### src/rtl/fts_pkg.sv
package fts_pkg;
  typedef enum logic [2:0] {
    ST_IDLE     = 3'd0,
    ST_ARMED    = 3'd1,
    ST_PRETRIG  = 3'd2,
    ST_COUNTING = 3'd3,
    ST_DONE     = 3'd4
  } fts_state_e;

  typedef enum logic [1:0] {
    MD_SINGLE = 2'd0,
    MD_CONT   = 2'd1,
    MD_FREE   = 2'd2,
    MD_PRE    = 2'd3
  } fts_mode_e;

  typedef enum logic [1:0] {
    SRC_TIMER = 2'd0,
    SRC_EXT   = 2'd1,
    SRC_CMP   = 2'd2,
    SRC_NONE  = 2'd3
  } fts_src_e;
endpackage

### src/rtl/fts_edge_sync.sv
module fts_edge_sync #(
  parameter int STAGES = 2
) (
  input  logic clk,
  input  logic rst_n,
  input  logic async_in,
  output logic rise_o
);
  // chain[STAGES-1] is the synchronized level, chain[STAGES] its previous value
  logic [STAGES:0] chain;

  always_ff @(posedge clk) begin
    if (!rst_n) chain <= '0;
    else        chain <= {chain[STAGES-1:0], async_in};
  end

  assign rise_o = chain[STAGES-1] & ~chain[STAGES];
endmodule

### src/rtl/fts_interval_timer.sv
module fts_interval_timer #(
  parameter int TMR_W = 16
) (
  input  logic             clk,
  input  logic             rst_n,
  input  logic             run,
  input  logic [TMR_W-1:0] interval,
  output logic             pulse_o
);
  localparam logic [TMR_W-1:0] T_ONE = TMR_W'(1);
  logic [TMR_W-1:0] tcnt;

  always_ff @(posedge clk) begin
    if (!rst_n || !run) begin
      tcnt    <= '0;
      pulse_o <= 1'b0;
    end else if (tcnt == interval) begin
      tcnt    <= '0;
      pulse_o <= 1'b1;
    end else begin
      tcnt    <= tcnt + T_ONE;
      pulse_o <= 1'b0;
    end
  end
endmodule

### src/rtl/fts_frame_fsm.sv
module fts_frame_fsm
  import fts_pkg::*;
#(
  parameter int CNT_W = 24
) (
  input  logic             clk,
  input  logic             rst_n,
  input  logic             enable,
  input  logic [1:0]       mode,
  input  logic             trig,
  input  logic             samp_tick,
  input  logic [CNT_W-1:0] load_val,
  output logic [2:0]       state_o,
  output logic [CNT_W-1:0] cnt_o,
  output logic             sample_en_o,
  output logic             term_tick_o,
  output logic             frame_done_o
);
  localparam logic [CNT_W-1:0] C_ONE = CNT_W'(1);

  fts_state_e st, nxt;
  fts_mode_e  md;
  logic [CNT_W-1:0] cnt;

  assign md = fts_mode_e'(mode);

  function automatic logic [CNT_W-1:0] next_count(
    input fts_state_e       s,
    input fts_mode_e        m,
    input logic             tick,
    input logic [CNT_W-1:0] c,
    input logic [CNT_W-1:0] ld
  );
    if (s == ST_COUNTING) begin
      if (m != MD_FREE && tick && c != '0) return c - C_ONE;
      return c;
    end
    return ld;
  endfunction

  assign term_tick_o = (st == ST_COUNTING) && (md != MD_FREE) && samp_tick && (cnt == '0);
  assign sample_en_o = samp_tick && (st == ST_COUNTING || st == ST_PRETRIG);

  always_comb begin
    nxt = st;
    if (!enable) nxt = ST_IDLE;
    else begin
      unique case (st)
        ST_IDLE:     nxt = (md == MD_PRE) ? ST_PRETRIG : ST_ARMED;
        ST_ARMED:    if (trig) nxt = ST_COUNTING;
        ST_PRETRIG:  if (trig) nxt = ST_COUNTING;
        ST_COUNTING: if (term_tick_o) nxt = ST_DONE;
        ST_DONE: begin
          if (md == MD_SINGLE)   nxt = ST_DONE;
          else if (md == MD_PRE) nxt = ST_PRETRIG;
          else                   nxt = ST_ARMED;
        end
        default:     nxt = ST_IDLE;
      endcase
    end
  end

  always_ff @(posedge clk) begin
    if (!rst_n) begin
      st           <= ST_IDLE;
      cnt          <= '0;
      frame_done_o <= 1'b0;
    end else begin
      st           <= nxt;
      cnt          <= next_count(st, md, samp_tick, cnt, load_val);
      frame_done_o <= term_tick_o;
    end
  end

  assign state_o = st;
  assign cnt_o   = cnt;
endmodule

### src/rtl/frame_trig_ctrl.sv
module frame_trig_ctrl
  import fts_pkg::*;
#(
  parameter int CNT_W       = 24,
  parameter int TMR_W       = 16,
  parameter int SYNC_STAGES = 2
) (
  input  logic             clk,
  input  logic             rst_n,
  input  logic             cfg_enable,
  input  logic [1:0]       cfg_src,
  input  logic [1:0]       cfg_mode,
  input  logic [CNT_W-1:0] cfg_count,
  input  logic [TMR_W-1:0] cfg_interval,
  input  logic             ext_trig_in,
  input  logic             cmp_trig_in,
  input  logic             samp_tick,
  output logic             sample_en,
  output logic             frame_done,
  output logic [2:0]       state_o,
  output logic [CNT_W-1:0] cur_count
);
  localparam int N_EXT = 2;

  logic [N_EXT-1:0] ext_raw;
  logic [N_EXT-1:0] ext_rise;
  logic             tmr_pulse;
  logic             trig_start;
  logic             term_tick;

  assign ext_raw = {cmp_trig_in, ext_trig_in};

  for (genvar g = 0; g < N_EXT; g++) begin : g_sync
    fts_edge_sync #(.STAGES(SYNC_STAGES)) u_sync (
      .clk     (clk),
      .rst_n   (rst_n),
      .async_in(ext_raw[g]),
      .rise_o  (ext_rise[g])
    );
  end

  fts_interval_timer #(.TMR_W(TMR_W)) u_tmr (
    .clk     (clk),
    .rst_n   (rst_n),
    .run     (cfg_enable),
    .interval(cfg_interval),
    .pulse_o (tmr_pulse)
  );

  always_comb begin
    unique case (fts_src_e'(cfg_src))
      SRC_TIMER: trig_start = tmr_pulse;
      SRC_EXT:   trig_start = ext_rise[0];
      SRC_CMP:   trig_start = ext_rise[1];
      default:   trig_start = 1'b0;
    endcase
  end

  fts_frame_fsm #(.CNT_W(CNT_W)) u_fsm (
    .clk         (clk),
    .rst_n       (rst_n),
    .enable      (cfg_enable),
    .mode        (cfg_mode),
    .trig        (trig_start),
    .samp_tick   (samp_tick),
    .load_val    (cfg_count),
    .state_o     (state_o),
    .cnt_o       (cur_count),
    .sample_en_o (sample_en),
    .term_tick_o (term_tick),
    .frame_done_o(frame_done)
  );
endmodule

### config.mk
export PLATFORM = sky130hd
export DESIGN_NAME = frame_trig_ctrl
export DESIGN_NICKNAME = d
export VERILOG_FILES = /design/src/rtl/fts_pkg.sv /design/src/rtl/fts_edge_sync.sv /design/src/rtl/fts_interval_timer.sv /design/src/rtl/fts_frame_fsm.sv /design/src/rtl/frame_trig_ctrl.sv
export SDC_FILE = /design/constraint.sdc
export NUM_CORES = 1
export LEC_CHECK = 0
export ABC_AREA = 1
export BUFFER_PORTS_ARGS = -buffer_cell sky130_fd_sc_hd__clkbuf_2
export CORE_MARGIN = 4
export CORE_UTILIZATION = 30
export DETAILED_ROUTE_END_ITERATION = 10
export PLACE_DENSITY = 0.49
export SYNTH_ARGS = -nofsm -noshare
export SYNTH_HDL_FRONTEND = slang
export SYNTH_SLANG_ARGS = --single-unit
### constraint.sdc
create_clock -name clk -period 2 [get_ports clk]
set_clock_uncertainty 0.05 [all_clocks]
set_input_delay 0.1 -clock clk [delete_from_list [all_inputs] [get_ports clk]]
set_output_delay 0.1 -clock clk [all_outputs]
set_load 0.01 [all_outputs]
# Word-level counts from Yosys, hierarchy flattened
# Cells that the tools add are included.
op_classes:
  addsub: 2
  n_eq_ne: 12
  n_mux: 16
  bitwise_logic: 4
  n_reduce_logical: 19
ops:
  columns: ["cell", "count"]
  rows:
  - ["24-bit 2-to-1 mux", 4]
  - ["24-bit logical NOT", 1]
  - ["24-bit nonzero test", 1]
  - ["24-bit by 1-bit subtractor with 24-bit output, second input constant", 1]
  - ["16-bit by 1-bit adder with 16-bit output, second input constant", 1]
  - ["16-bit equality test", 1]
  - ["3-bit one-hot mux with 4 select lines", 1]
  - ["3-bit 2-to-1 mux", 3]
  - ["3-bit by 2-bit equality test with 1-bit output, second input constant", 2]
  - ["1-bit logical AND", 6]
  - ["1-bit 2-to-1 mux", 6]
  - ["2-bit equality test, second input constant", 2]
  - ["2-bit logical NOT", 2]
  - ["2-bit != test, second input constant", 2]
  - ["2-bit AND reduction", 2]
  - ["2-bit OR reduction", 2]
  - ["3-bit by 1-bit equality test with 1-bit output, second input constant", 1]
  - ["3-bit equality test, second input constant", 1]
  - ["3-bit logical NOT", 1]
  - ["3-bit != test, second input constant", 1]
  - ["1-bit one-hot mux with 3 select lines", 1]
  - ["1-bit bitwise AND", 2]
  - ["2-bit by 1-bit equality test with 1-bit output, second input constant", 1]
  - ["1-bit logical NOT", 2]
  - ["other kinds (4)", 6]
word_totals:
  reg_bits: 51
  input_bits: 50
  out_inout_bits: 29
  wordCells: 60

# Longest topological paths before layout
# Gate-level depths: netlist of run 1.
depth:
  word_depth: 9
  mapped_depth: 11
  mapped_depth_nobuf: 10

# Modules after synthesis
# From an unflattened synthesis of run 1, not the netlist that was laid out.
hier_totals:
  hier_cells: 596
  hier_area_um2: 3479.6
modules_own_cells:
  columns: ["mod", "n_inst", "cells_each", "area_per_inst_um2", "seq_area_each_um2"]
  rows:
  - ["fts_frame_fsm", 1, 385, 2149.6, 560.5]
  - ["fts_interval_timer", 1, 183, 1117.3, 340.3]
  - ["fts_edge_sync", 2, 11, 92.6, 60.1]
  - ["frame_trig_ctrl", 1, 6, 27.5, 0.0]

# Worst setup path after synthesis of run 1
# OpenSTA, ideal clock, no wires.
synth_path:
  kind: "reg2reg"
  start: "reg u_fsm.cnt[0], in the netlist u_fsm.cnt_o[0]"
  end: "reg u_fsm.cnt[13], in the netlist u_fsm.cnt_o[13]"
  setup_ns: 0.117
  arrival_time_ns: 1.389
  required_time_ns: 1.833
  path_slack_ns: 0.444
  stages_incl_launch_ff: 11
  n_path_buf: 1
  period_less_slack_ns: 1.556
  path_cell_list: "dfxtp_1 inv_1 ha_1 nand2_1 nor2_2 nand3_2 nand2_4 nand2_4 buf_2 o21ai_0 nor2_1"
synth_via:
  elab_chain_cells: 6
  elab_cells_between_ends: 11
  classes_between: "add/sub (1); eq/ne (1); mux (7); reduce/logical (2)"
synth_rtl:
  columns: ["item", "line_no", "source"]
  rows:
  - ["start: declaration", "fts_frame_fsm.sv:23", "logic [CNT_W-1:0] cnt;"]
  - ["start signal: assignment", "fts_frame_fsm.sv:70", "cnt <= next_count(st, md, samp_tick, cnt, load_val);"]
  - ["branches (longest 6 deep; another with 24-bit by 1-bit subtractor with 24-bit output)", null, null]
# Parallel ways; which one is timed is not known. The select of a mux whose other input is x is not followed.
# A chain may end at the register's enable or synchronous reset.

# Worst setup path in the final report of run 1
layout_path:
  start: "reg u_fsm.cnt[0], in the netlist u_fsm.cnt_o[0]"
  end: "reg u_fsm.cnt[22], in the netlist u_fsm.cnt_o[22]"
# Same word-level chain as after synthesis.

==> results.cfg, run 1 <==
[outcome]
status = complete, no violations

[synth]
yosys.area_share.simple_pct = 38.6
yosys_warnings = 0
syn_area_per_cell_um2 = 6.52
yosysSeqAreaShare_pct = 31.7
synth_seq_cells = 51
synth_fp_nets = 550
ys_async_sr_fraction_pct = 0
synth_top_family_by_area = simple AND/OR/NAND/NOR gates
synth-edff-count = 0
synth_top_area_cell = dfxtp_1
synthTopCellsByArea = dfxtp_1, nand2_1, nor2_1
synth.most_common_cell = nand2_1
synth-xor-area-share_pct = 7.88
synth-main-ff-cell = dfxtp_1
synth_fa_ha_area_share_pct = 2.33
synth_cell_types = 33
synth_mux_area_share_pct = 1.24
synth_top_area_share_pct = 31.7
mappedNetlistArea_um2 = 3220
synth-compound-area-share_pct = 9.32
synth.cells.most_frequent = nand2_1, nor2_1, inv_1
synthCells = 494

[grt]
grt_antenna_before_repair = 0
grt_overflow = 0
grt_usage_pct = 14.6
grt_max_degree = 25
grt_pass1_vias = 3146
grt_pass1_wl_um = 15200

[setup_path]
crit_path_max_incr_delay_ns = 0.35
startpoint_type = flop
critPathKind = flop to flop
crit_arrival_ns = 1.92
end_kind = flop
cp_max_fo = 24
crit_top_cell = nand2_1
required_ns = 2.19
crit_slowest_cell = dfxtp_1
path_cells = inv_1 > ha_1 > nand2_1 > nor2_2 > nand3_2 > nand2_4 > nand2_8 > clkinv_4 > nand2_1 > a21oi_2

[detailed_routing]
first_pass_iters = 4
drtIter0Drc = 140
vias = 3246
drtAntennaViolNets = 0
drc = 0
drt-total-wl_um = 8980
routedWlPerCell_um = 12.5
vias_per_cell = 4.53

[die]
core_um2 = 10400
rows = 37
initial_core_util_pct = 30.9
die_w_um = 112
die_area_um2 = 12500
ios = 79
die_h_um = 112

[cells_and_area]
syn2layout_area_growth_pct = 21.8
diodes = 0
fin_area_um2 = 3930
nFillCells = 1155
layout-drive-gt1-share_pct = 21.6
fin_nets = 635

[sta]
setup_viol = 0
relSlewSlack_pct = 68.0
period_share_pct = 86.6
rsz0062_at_grt = no
finalCriticalPeriod_ns = 1.73
worst_slew_pin_slew_ns = 0.480
fmax_mhz = 577
tns_ns = 0
setup_slack_ns = 0.268
slew_viol_final = 0
hold_violations = 0

[pwr]
power_density_nw_per_um2 = 566
leakage_uw = 0.00184
peakVddDrop_mv = 0.329

[cts]
root_buffer = clkbuf_8
cts_max_path_buffers = 2
cts_buffers = 5
cts_max_level = 2
clk_latency_ns = 0.31
path_clk_slew_ns = 0.10
cts_tree = done
cts.sinks = 51

[placed_design]
place_congestion = 0.823
pre_cts_ws_ns = 0.173
io_buffers = 78
dpl.hpwl_um = 7010
placed_area_um2 = 3800

[hold_path]
hp-class = primary input to flop

[run]
maxCapViolations = 0
## stage by stage
step	util [%]	hold slack (ns)	std cells	power, uW
3_5_place_dp	36.5	0.240	705	1610
3_3_place_gp	36.5	0.233	705	1610
5_1_grt	37.7	0.0479	716	2360
2_1_floorplan	-	0.148	494	1430
6_report	37.7	0.0217	716	2220
4_1_cts	37.5	0.0209	715	2250
## per-layer routing
metal | global-route usage (%) | vias to the layer above | part of all wire (%)
li1 | - | 1729 | -
met1 | 19.8 | 1437 | 49
met2 | 23.7 | 72 | 45
met3 | 3.21 | 8 | 4.9
met4 | 3.57 | 0 | 1.3
met5 | 0 | - | 0
## where the power goes
part,leakage (uW),internal (uW),switching [uW]
Clock,0.0000418,253,377
Sequential,0.000419,1060,54.9
Combinational,0.00138,197,282
Total,0.00184,1510,714
## flip-flops by register name, summed over array words and instances, names as in the netlist
name / flops
g_sync.u_sync.chain: 6
u_tmr.tcnt: 16
u_fsm.cnt_o: 24
u_fsm.frame_done_o: 1
u_tmr.pulse_o: 1
u_fsm.state_o: 3
## final cells by class
type / count / area (um^2) / share of cell area (%)
clock inverters: 2 / 16.3 / 0.414
clock buffers: 6 / 72.6 / 1.85
inverters: 56 / 215 / 5.48
multi-input cells: 374 / 1930 / 49.0
repair buffers: 91 / 505 / 12.9
well taps: 136 / 170 / 4.33
flip-flops and latches: 51 / 1020 / 26.0
## worst max-delay path, delay by kind of cell, from the launching register on
kind | cells | cell delay (ns)
compound gates | 1 | 0.13
fa+ha+maj | 1 | 0.17
buf+inv | 2 | 0.27
flops | 1 | 0.35
simple gates | 6 | 0.68
## worst paths after layout
path                                             start                                    to  slack [ns]  cells after the start
hold reg to reg   g_sync[1].u_sync.chain[0]$_SDFF_PN0_  g_sync[1].u_sync.chain[1]$_SDFF_PN0_        0.37                      2
setup / recovery           u_fsm.cnt_o[0]$_SDFFE_PN0P_          u_fsm.cnt_o[22]$_SDFFE_PN0P_        0.27                     10
setup reg to reg           u_fsm.cnt_o[0]$_SDFFE_PN0P_          u_fsm.cnt_o[22]$_SDFFE_PN0P_        0.27                     10
hold / removal                            cfg_count[7]           u_fsm.cnt_o[7]$_SDFFE_PN0P_        0.02                      3
## what timing repair did
| action | in CTS | in global routing |
|---|---|---|
| resized for setup | 0 | 2 |
| hold endpoints to repair | 2 | 0 |
| setup buffers | 0 | 1 |
| hold buffers | 2 | 0 |
| endpoints found under the setup margin | 0 | 3 |
## cell families (layout without fill, tap and decap cells)
| group | count (synthesis) | count (layout) |
|---|---|---|
| mux | 4 | 4 |
| buf+inv | 69 | 155 |
| compound gates | 56 | 56 |
| fa+ha+maj | 6 | 6 |
| flops | 51 | 51 |
| xor+xnor | 29 | 29 |
| simple gates | 279 | 279 |
## layout by cell type, fill, tap and decap left out, drive strengths merged
| cell type | synthesis | routed |
|---|---|---|
| o21bai | 1 | 1 |
| xor2 | 16 | 16 |
| nor2 | 92 | 92 |
| and2 | 1 | 1 |
| nand2 | 123 | 123 |
| dlygate4sd3 | 0 | 2 |
| nand3b | 3 | 3 |
| a21oi | 30 | 30 |
| o21ai | 23 | 23 |
| a31oi | 2 | 2 |
| dfxtp | 51 | 51 |
| clkbuf | 3 | 84 |
| clkinv | 1 | 1 |
| nand3 | 36 | 36 |
| clkinvlp | 0 | 1 |
| nand4 | 10 | 10 |
| xnor2 | 13 | 13 |
| or2 | 5 | 5 |
| nor3 | 9 | 9 |
| ha | 6 | 6 |
| mux2i | 4 | 4 |
| inv | 55 | 56 |
| buf | 10 | 11 |
Power figures use the tool's default switching activity.
==> run 2: changes to the inputs <==
--- a/config.mk
+++ b/config.mk
@@ -10,7 +10,8 @@
 export CORE_MARGIN = 4
 export CORE_UTILIZATION = 30
 export DETAILED_ROUTE_END_ITERATION = 10
-export PLACE_DENSITY = 0.49
+export HOLD_SLACK_MARGIN = 0.05
+export PLACE_DENSITY_LB_ADDON = 0.12
 export SYNTH_ARGS = -nofsm -noshare
 export SYNTH_HDL_FRONTEND = slang
 export SYNTH_SLANG_ARGS = --single-unit
==> run 2 against run 1 <==
  * Worst setup slack got worse by 0.014 ns
  * Clock power increased by 26%
  * Register-to-register slack about the same
  * Sequential power about the same
  * Count of clock-buffer cells in the layout unchanged
  * First-iteration DRC count decreased by 5.7%
  * Total power increased by 7.6%
  * Sequential cell count unchanged
  * Critical path type unchanged
==> results.cfg, run 2 (synthesized netlist as in run 1, its figures left out) <==
[setup_path]
cp_max_fo = 24
r2r_slack_ns = 0.25
critPathKind = flop to flop
crit_arrival_ns = 1.94
cp_num_buf_inv = 2
crit_slowest_cell = dfxtp_1
r2r_start = u_fsm.cnt_o[0]$_SDFFE_PN0P_
rr_worst_depth = 10
path_cells = inv_1 > ha_1 > nand2_1 > nor2_2 > nand3_2 > nand2_4 > nand2_8 > clkinv_4 > nand2_1 > a21oi_2
setup.worst_path.start = u_fsm.cnt_o[0]$_SDFFE_PN0P_
reg2reg_to = u_fsm.cnt_o[21]$_SDFFE_PN0P_
startpoint_type = flop
end_kind = flop
crit_top_cell = nand2_1
crit_path_max_incr_delay_ns = 0.35
cp_top_family = simple AND/OR/NAND/NOR gates
required_ns = 2.19
endpoint = u_fsm.cnt_o[21]$_SDFFE_PN0P_
crit_cells = 10

[sta]
hold_violations = 0
worst_slew_pin_slew_ns = 0.514
setup_slack_ns = 0.254
slew_viol_final = 0
holdWs_ns = 0.0564
relSlewSlack_pct = 65.7
finalCriticalPeriod_ns = 1.75
fmax_mhz = 573
period_share_pct = 87.3
tns_ns = 0
rsz0062_at_grt = no
setup_viol = 0

[pwr]
p_total_uw = 2390
p_sw_uw = 716
power.share.clock_pct = 33.2
power_density_nw_per_um2 = 594
swShare_pct = 29.9
seq_power_share_pct = 46.5
p_comb_share_pct = 20.3
leakage_uw = 0.00188
p_int_uw = 1680
peakVddDrop_mv = 0.360

[cells_and_area]
diodes = 0
fin_nets = 641
layout_common_cells = nand2_1, nor2_1, clkbuf_2
syn2layout_area_growth_pct = 24.8
layout-drive-gt1-share_pct = 21.2
largest_register_ffs = 24
final_common_cell = nand2_1

[cts]
root_buffer = clkbuf_8
clk_latency_ns = 0.31
cts.sinks = 51
cts_tree = done
cts_setup_buffers = 0
cts_max_level = 2
cts_max_path_buffers = 2
cts_buffers = 5
path_clk_slew_ns = 0.11

[die]
die_area_um2 = 12500
ios = 79
rows = 37
initial_core_util_pct = 30.9
core_um2 = 10400
die_w_um = 112
die_h_um = 112

[grt]
grt_usage_pct = 14.7
grt_max_degree = 25
grt_pass1_vias = 3079
grt_overflow = 0
grt_pass1_wl_um = 15200
grt_antenna_before_repair = 0

[detailed_routing]
drtIter0Drc = 132
routedWlPerCell_um = 12.4
drc = 0
first_pass_iters = 4
vias = 3219
drtAntennaViolNets = 0
vias_per_cell = 4.46
drt-total-wl_um = 8970

[placed_design]
io_buffers = 78
dpl.hpwl_um = 6980
place_congestion = 0.785
pre_cts_ws_ns = 0.163

[run]
maxCapViolations = 0

[outcome]
status = complete, no violations

[hold_path]
hp-class = primary input to flop
[run 2: cell types whose count changed in the layout (fill, tap and decap cells not counted), sizes merged]
cell | before | now
dlygate4sd3 | 2 | 10
buf | 11 | 9
bufinv | 0 | 1
clkinvlp | 1 | 0
[run 2: per-stage QoR]
| step | cells | area [um^2] | util [%] |
|---|---|---|---|
| after floorplan | 494 | 3220 | - |
| after global placement | 704 | 3790 | 36.4 |
| after detailed placement | 704 | 3790 | 36.4 |
| after CTS | 722 | 4010 | 38.5 |
| after global routing | 722 | 4020 | 38.6 |
| final | 722 | 4020 | 38.6 |
[run 2: power by group through the flow]
stage	Sequential, uW	Clock [uW]	Combinational [uW]
2_1_floorplan	1140	0	283
4_1_cts	1110	817	490
6_report	1110	794	484
5_1_grt	1120	852	556
3_5_place_dp	1140	0	472
3_3_place_gp	1140	0	472
[run 2: final cells by class]
type,instances,area [um^2]
fill,1147,6390
multi-input combinational,374,1930
timing repair buffer,97,571
tap,136,170
sequential,51,1020
inverter,56,215
clock buffer,6,82.6
clock inverter,2,38.8
[run 2: worst min-delay path by stage]
stage	startpoint	endpoint	slack [ns]	cells after the start
finish	cfg_count[4]	u_fsm.cnt_o[4]$_SDFFE_PN0P_	0.06	3
global route	cfg_count[12]	u_fsm.cnt_o[12]$_SDFFE_PN0P_	0.06	5
floorplan	ext_trig_in	g_sync[0].u_sync.chain[0]$_SDFF_PN0_	0.15	2
CTS	cfg_count[12]	u_fsm.cnt_o[12]$_SDFFE_PN0P_	0.05	5
detailed placement	cmp_trig_in	g_sync[1].u_sync.chain[0]$_SDFF_PN0_	0.24	3
global placement	cmp_trig_in	g_sync[1].u_sync.chain[0]$_SDFF_PN0_	0.23	3
[run 2: worst register-to-register path, stage by stage, from the launching register on]
cell,delay (ns)
dfxtp_1,0.35
inv_1,0.11
ha_1,0.17
nand2_1,0.06
nor2_2,0.12
nand3_2,0.11
nand2_4,0.16
nand2_8,0.15
clkinv_4,0.18
nand2_1,0.09
a21oi_2,0.13
[run 2: metal layers]
metal / up-vias / global-route usage (%) / wire length [um]
met5: - / 0 / 0
met4: 0 / 3.41 / 98
met3: 8 / 3.32 / 497
met2: 67 / 23.1 / 3910
met1: 1403 / 20.6 / 4470
li1: 1741 / - / -
[run 2: repair_timing]
action                                  4_1_cts  5_1_grt
hold endpoints to repair                     11        0
endpoints found under the setup margin        0       10
resized for setup                             0        2
hold buffers                                 10        0
